===== src/rtl/kin_pkg.sv =====
package kin_pkg;

  typedef enum logic [1:0] {
    ST_IDLE  = 2'd0,
    ST_RUN   = 2'd1,
    ST_DRAIN = 2'd2
  } kin_state_t;

  typedef enum logic [1:0] {
    END_RELEASE = 2'd0,
    END_CANCEL  = 2'd1,
    END_BUFEND  = 2'd2
  } kin_end_t;

endpackage


===== src/rtl/kin_hold_stage.sv =====
// First holding register with its full flag.
// Conflict rule: flush beats everything, then set beats the delayed clear.
module kin_hold_stage #(
  parameter int CW = 8
) (
  input  logic          clk,
  input  logic          rst,
  input  logic          flush,
  input  logic          set_i,
  input  logic          clr_i,
  input  logic [CW-1:0] din,
  output logic          full_o,
  output logic [CW-1:0] dout
);

  logic          full_q;
  logic [CW-1:0] data_q;

  always_ff @(posedge clk) begin
    if (rst || flush) begin
      full_q <= 1'b0;
    end else if (set_i) begin
      full_q <= 1'b1;
    end else if (clr_i) begin
      full_q <= 1'b0;
    end
  end

  always_ff @(posedge clk) begin
    if (rst) begin
      data_q <= '0;
    end else if (set_i) begin
      data_q <= din;
    end
  end

  assign full_o = full_q;
  assign dout   = data_q;

endmodule


===== src/rtl/kin_xfer_stage.sv =====
// Second register: one load strobe per character, a delayed copy of it
// for the hold-stage clear, and the storage write request.
module kin_xfer_stage #(
  parameter int          CW      = 8,
  parameter logic [CW-1:0] GM_CODE = 8'h3A
) (
  input  logic          clk,
  input  logic          rst,
  input  logic          flush,
  input  logic          run,
  input  logic          hold_full,
  input  logic [CW-1:0] hold_data,
  input  logic [CW-1:0] mark_char,
  input  logic          mark_wm,
  input  logic          wr_ready,
  output logic          ld,
  output logic          ld_dly,
  output logic          full_o,
  output logic          at_mark,
  output logic          wr_valid,
  output logic          wr_fire,
  output logic [CW-1:0] wr_data
);

  logic          ld_dly_q;
  logic          full_q;
  logic [CW-1:0] data_q;

  // While the delayed strobe is active the hold stage still shows the
  // character that was just moved, so no load may be taken then.
  assign ld = run && hold_full && !full_q && !ld_dly_q;

  always_ff @(posedge clk) begin
    if (rst || flush) begin
      ld_dly_q <= 1'b0;
    end else begin
      ld_dly_q <= ld;
    end
  end

  always_ff @(posedge clk) begin
    if (rst || flush) begin
      full_q <= 1'b0;
    end else if (ld) begin
      full_q <= 1'b1;
    end else if (wr_fire) begin
      full_q <= 1'b0;
    end
  end

  always_ff @(posedge clk) begin
    if (rst) begin
      data_q <= '0;
    end else if (ld) begin
      data_q <= hold_data;
    end
  end

  assign at_mark  = mark_wm && (mark_char == GM_CODE);
  assign wr_valid = full_q && !at_mark;
  assign wr_fire  = wr_valid && wr_ready;
  assign ld_dly   = ld_dly_q;
  assign full_o   = full_q;
  assign wr_data  = data_q;

endmodule


===== src/rtl/kin_seq.sv =====
// Operation sequencer: start, address stepping and the three endings.
module kin_seq
  import kin_pkg::*;
#(
  parameter int AW = 6
) (
  input  logic          clk,
  input  logic          rst,
  input  logic          start,
  input  logic [AW-1:0] start_addr,
  input  logic          key_release,
  input  logic          key_cancel,
  input  logic          hold_full,
  input  logic          xfer_full,
  input  logic          at_mark,
  input  logic          wr_fire,
  output logic          busy,
  output logic          accepting,
  output logic          run,
  output logic          flush,
  output logic [AW-1:0] addr,
  output logic          done,
  output logic [1:0]    end_code
);

  kin_state_t    st_q, st_d;
  logic [AW-1:0] addr_q;
  logic          done_q;
  kin_end_t      code_q, code_d;
  logic          cancel_hit, mark_hit, drain_hit, term;

  assign run        = (st_q == ST_RUN) || (st_q == ST_DRAIN);
  assign cancel_hit = run && key_cancel;
  assign mark_hit   = run && xfer_full && at_mark;
  assign drain_hit  = (st_q == ST_DRAIN) && !hold_full && !xfer_full;
  assign flush      = cancel_hit || mark_hit;
  assign term       = flush || drain_hit;

  // Cancel outranks a buffer-end hit, which outranks a finished drain.
  always_comb begin
    st_d   = st_q;
    code_d = code_q;
    unique case (st_q)
      ST_IDLE: begin
        if (start) begin
          st_d   = ST_RUN;
          code_d = END_RELEASE;
        end
      end
      ST_RUN, ST_DRAIN: begin
        if (cancel_hit) begin
          st_d   = ST_IDLE;
          code_d = END_CANCEL;
        end else if (mark_hit) begin
          st_d   = ST_IDLE;
          code_d = END_BUFEND;
        end else if (drain_hit) begin
          st_d   = ST_IDLE;
          code_d = END_RELEASE;
        end else if (key_release) begin
          st_d   = ST_DRAIN;
        end
      end
      default: st_d = ST_IDLE;
    endcase
  end

  always_ff @(posedge clk) begin
    if (rst) begin
      st_q   <= ST_IDLE;
      code_q <= END_RELEASE;
      done_q <= 1'b0;
    end else begin
      st_q   <= st_d;
      code_q <= code_d;
      done_q <= term;
    end
  end

  always_ff @(posedge clk) begin
    if (rst) begin
      addr_q <= '0;
    end else if ((st_q == ST_IDLE) && start) begin
      addr_q <= start_addr;
    end else if (wr_fire) begin
      addr_q <= addr_q + 1'b1;
    end
  end

  assign busy      = (st_q != ST_IDLE);
  assign accepting = (st_q == ST_RUN);
  assign addr      = addr_q;
  assign done      = done_q;
  assign end_code  = code_q;

endmodule


===== src/rtl/kbd_stage_in.sv =====
module kbd_stage_in #(
  parameter int            CW      = 8,
  parameter int            AW      = 6,
  parameter logic [CW-1:0] GM_CODE = 8'h3A
) (
  input  logic          clk,
  input  logic          rst,
  input  logic          start,
  input  logic [AW-1:0] start_addr,
  input  logic          key_release,
  input  logic          key_cancel,
  output logic          busy,
  output logic          done,
  output logic [1:0]    end_code,
  input  logic          kb_valid,
  output logic          kb_ready,
  input  logic [CW-1:0] kb_data,
  output logic          hold_full,
  output logic          wr_valid,
  input  logic          wr_ready,
  output logic [AW-1:0] wr_addr,
  output logic [CW-1:0] wr_data,
  input  logic [CW-1:0] mark_char,
  input  logic          mark_wm
);

  logic          accepting, run, flush;
  logic          accept;
  logic          xfer_ld, xfer_ld_dly, xfer_full, at_mark, wr_fire;
  logic [CW-1:0] hold_data;

  // Ready also in the cycle the delayed clear lands: set wins there.
  assign kb_ready = accepting && (!hold_full || xfer_ld_dly);
  assign accept   = kb_valid && kb_ready;

  kin_hold_stage #(.CW(CW)) u_hold (
    .clk    (clk),
    .rst    (rst),
    .flush  (flush),
    .set_i  (accept),
    .clr_i  (xfer_ld_dly),
    .din    (kb_data),
    .full_o (hold_full),
    .dout   (hold_data)
  );

  kin_xfer_stage #(.CW(CW), .GM_CODE(GM_CODE)) u_xfer (
    .clk       (clk),
    .rst       (rst),
    .flush     (flush),
    .run       (run),
    .hold_full (hold_full),
    .hold_data (hold_data),
    .mark_char (mark_char),
    .mark_wm   (mark_wm),
    .wr_ready  (wr_ready),
    .ld        (xfer_ld),
    .ld_dly    (xfer_ld_dly),
    .full_o    (xfer_full),
    .at_mark   (at_mark),
    .wr_valid  (wr_valid),
    .wr_fire   (wr_fire),
    .wr_data   (wr_data)
  );

  kin_seq #(.AW(AW)) u_seq (
    .clk         (clk),
    .rst         (rst),
    .start       (start),
    .start_addr  (start_addr),
    .key_release (key_release),
    .key_cancel  (key_cancel),
    .hold_full   (hold_full),
    .xfer_full   (xfer_full),
    .at_mark     (at_mark),
    .wr_fire     (wr_fire),
    .busy        (busy),
    .accepting   (accepting),
    .run         (run),
    .flush       (flush),
    .addr        (wr_addr),
    .done        (done),
    .end_code    (end_code)
  );

endmodule


===== config.mk =====
export PLATFORM = sky130hd
export DESIGN_NAME = kbd_stage_in
export DESIGN_NICKNAME = d
export VERILOG_FILES = /design/src/rtl/kin_pkg.sv /design/src/rtl/kin_hold_stage.sv /design/src/rtl/kin_xfer_stage.sv /design/src/rtl/kin_seq.sv /design/src/rtl/kbd_stage_in.sv
export SDC_FILE = /design/constraint.sdc
export NUM_CORES = 1
export LEC_CHECK = 0
export ABC_AREA = 0
export BUFFER_PORTS_ARGS = -buffer_cell sky130_fd_sc_hd__buf_2
export CAP_MARGIN = 20
export CELL_PAD_IN_SITES_DETAIL_PLACEMENT = 0
export CELL_PAD_IN_SITES_GLOBAL_PLACEMENT = 2
export CORE_MARGIN = 3
export CORE_UTILIZATION = 27
export CTS_BUF_LIST = sky130_fd_sc_hd__clkbuf_16
export DETAILED_ROUTE_END_ITERATION = 7
export HOLD_SLACK_MARGIN = 0.12
export PLACE_DENSITY = 0.77
export SETUP_SLACK_MARGIN = 0.1
export SYNTH_ARGS = -nofsm -noshare
export SYNTH_HDL_FRONTEND = slang
export SYNTH_SLANG_ARGS = --single-unit

===== constraint.sdc =====
create_clock -name clk -period 2.2 [get_ports clk]
set_clock_uncertainty 0.2 [all_clocks]
set_input_delay 0.33 -clock clk [delete_from_list [all_inputs] [get_ports clk]]
set_output_delay 0.33 -clock clk [all_outputs]
set_load 0.02 [all_outputs]

==> results.json <==
{
  "vias": 1302,
  "syn_inst": 159,
  "h-tree-depth": 2,
  "path_cells": "inv_1, ha_1, nor2b_1, or2_2, or3_1, a21oi_1",
  "die_w_um": 78.2,
  "cellPowerDensity_mw_per_mm2": 905,
  "final_cell_mix": "50 x buf_2, 29 x dfxtp_1, 20 x nand2_1, 17 x nor2_1, 14 x a21oi_1",
  "layout-drive-gt1-share_pct": 31.2,
  "synthArstFlopShare_pct": 0,
  "tightestPinTransition_ns": 0.444,
  "hp-class": "in2reg",
  "ys_seq_area_share_pct": 42.7,
  "ys.warnings.count": 0,
  "cp.required_ns": 2.20,
  "crit_type": "reg2reg",
  "clkTransAtPathRegs_ns": 0.05,
  "drc": 0,
  "cts_tree": "built",
  "power.share.combinational_pct": 17.3,
  "numPortBuffers": 50,
  "path_delay_family": "simple AND/OR/NAND/NOR gates",
  "setup_viol": 0,
  "mostFrequentLayoutCell": "buf_2",
  "critPathLaunchType": "register",
  "fmax_mhz": 509,
  "cts.sinks": 30,
  "max_slew_margin_pct": 70.2,
  "synth_top_cell_by_area": "dfxtp_1",
  "core_area_mm2": 0.00488,
  "fp-row-count": 25,
  "synthMuxAreaShare_pct": 7.12,
  "grt_max_degree": 22,
  "switchingPower_mw": 0.445,
  "dieArea_mm2": 0.00611,
  "crit_fanout": 5,
  "finalHoldViolations": 0,
  "synthTopCellsByArea": "dfxtp_1 43%, mux2i_1 7.1%, ha_1 5.3%",
  "crit_path_end_kind": "register",
  "synth_nets": 195,
  "insertedDiodeCount": 0,
  "dr.pass1.iters": 3,
  "ant_nets": 0,
  "start_util_pct": 28.8,
  "synthAdderAreaFrac_pct": 5.34,
  "max-cap-violations": 0,
  "final_area_mm2": 0.00200,
  "p_leak_nw": 0.896,
  "place_congestion": 0.703,
  "cp_num_buf_inv": 1,
  "grt_pass1_vias": 1297,
  "grt_first_pass_wirelength_mm": 5.89,
  "antenna_found_initial": 0,
  "synth-compound-area-share_pct": 16.0,
  "internal-power_mw": 1.37,
  "cts_setup_buffers": 0,
  "die_h_um": 78.2,
  "clockRootBuffer": "clkbuf_16",
  "clockBufferDepth": 2,
  "wirelength_mm": 3.44,
  "place_area_mm2": 0.00173,
  "min_period_ns": 1.97,
  "clk_latency_ns": 0.27,
  "pin_count": 51,
  "ys_dominant_reg_cell": "dfxtp_1",
  "cp_data_arrival_time_ns": 1.96,
  "synth_top_family_by_area": "simple AND/OR/NAND/NOR gates",
  "synth_edf_count": 0,
  "fin_nets": 256,
  "sw_frac_of_total_pct": 24.6,
  "gr-total-overflow": 0,
  "grtUsageTotal_pct": 12.2,
  "crit_slowest_cell": "dfxtp_1",
  "outcome": "completed",
  "dp_hpwl_mm": 2.56,
  "fin_crit_sh_pct": 89.4,
  "clkPwrFrac_pct": 48.5,
  "yosys.area_share.xor_xnor_pct": 1.25,
  "rsz0062_at_grt": "false",
  "cts-buffers-inserted": 5,
  "ys_types": 34,
  "report.final.slew_viol_count": 0,
  "cpPeakStageDelay_ns": 0.37,
  "vias_per_cell": 4.52,
  "area_delta_synth_final_pct": 42.2,
  "synth_seq_cells": 30,
  "synthSimpleGateAreaFrac_pct": 23.6,
  "synth.top_cell.area_share_pct": 42.7,
  "wire_per_inst_um": 11.9,
  "p_seq_share_pct": 34.3,
  "avgSynthCellArea_um2": 8.84,
  "ir_drop_mv": 0.504,
  "syn_area_mm2": 0.00141,
  "finalSetupTns_ns": 0,
  "drt_iter0_drc": 35
}
kinds of logic after synthesis:
group / count (synthesis)
fa+ha+maj: 6
simple gates: 64
flops: 30
buf+inv: 13
compound gates: 34
xor+xnor: 2
mux: 10
synthesized netlist by cell type, types with 3 or more instances:
library cell and n:
a211oi_1 4, a21oi_1 14, a31oi_1 3, ha_1 6
nor3_1 3, nand2b_1 5, dfxtp_1 30, nand4_1 3
o21ai_0 5, nor2_1 17, inv_1 6, nand2_1 20
clkbuf_1 6, mux2i_1 10, a311oi_1 3
flip-flops by register name, summed over array words and instances, names as in the netlist:
name	cells
u_hold.full_o	1
u_xfer.full_o	1
u_seq.done	1
u_hold.dout	8
u_xfer.ld_dly	1
u_seq.st_q	2
u_seq.end_code	2
u_seq.addr	6
u_xfer.wr_data	8
worst reg2reg max path: cells and delay by family, from the launching register on:
family          cells  cell delay (ns)
fa+ha+maj           1             0.22
simple gates        3             0.85
compound gates      1             0.15
flops               1             0.37
buf+inv             1             0.11
power groups by stage:
stage	logic, mW	clock network [mW]	registers (mW)
6_report	0.313	0.877	0.620
3_3_place_gp	0.308	0	0.630
2_1_floorplan	0.182	0	0.650
3_5_place_dp	0.306	0	0.631
4_1_cts	0.318	0.896	0.620
5_1_grt	0.352	0.930	0.627
metrics by stage:
| step | util (%) | hold slack [ns] | setup WS (ns) | cells | total power, mW |
|---|---|---|---|---|---|
| 3_3_place_gp | 35.4 | 0.242 | 0.224 | 272 | 0.938 |
| 6_report | 41.0 | 0.143 | 0.234 | 288 | 1.81 |
| 4_1_cts | 40.9 | 0.140 | 0.229 | 288 | 1.83 |
| 2_1_floorplan | - | 0.232 | 0.316 | 159 | 0.832 |
| 3_5_place_dp | 35.4 | 0.246 | 0.207 | 272 | 0.937 |
| 5_1_grt | 41.0 | 0.140 | 0.110 | 288 | 1.91 |
repair_timing:
action / CTS / global route
endpoints found under the hold margin: 8 / 0
hold buffers: 8 / 0
endpoints found under the setup margin: 0 / 1
gates resized for setup: 0 / 1
routing by layer:
metal  routed length [µm]  global-route usage, %
met1                 1560                   14.0
met2                 1610                   20.3
met4                   47                   4.72
met3                  230                   4.93
met5                    0                      0
worst paths after layout:
kind | slack [ns] | start | end | depth (start not counted)
worst min register to register | 0.25 | u_hold.dout[5] | u_xfer.wr_data[5] | 2
worst min-delay path | 0.14 | start_addr[0] | u_seq.addr[0] | 3
worst max-delay path | 0.23 | u_seq.st_q[1] | u_seq.end_code[1] | 6
worst max register to register | 0.23 | u_seq.st_q[1] | u_seq.end_code[1] | 6
cell type report:
class	instances	area [µm²]
Clock inverter	3	63.8
Timing Repair Buffer	61	353
Tap cell	67	83.8
Multi-Input combinational cell	116	749
Clock buffer	5	125
Inverter	6	22.5
Sequential cell	30	602
Fill cell	518	2880
(Power assumes the default switching activity.)
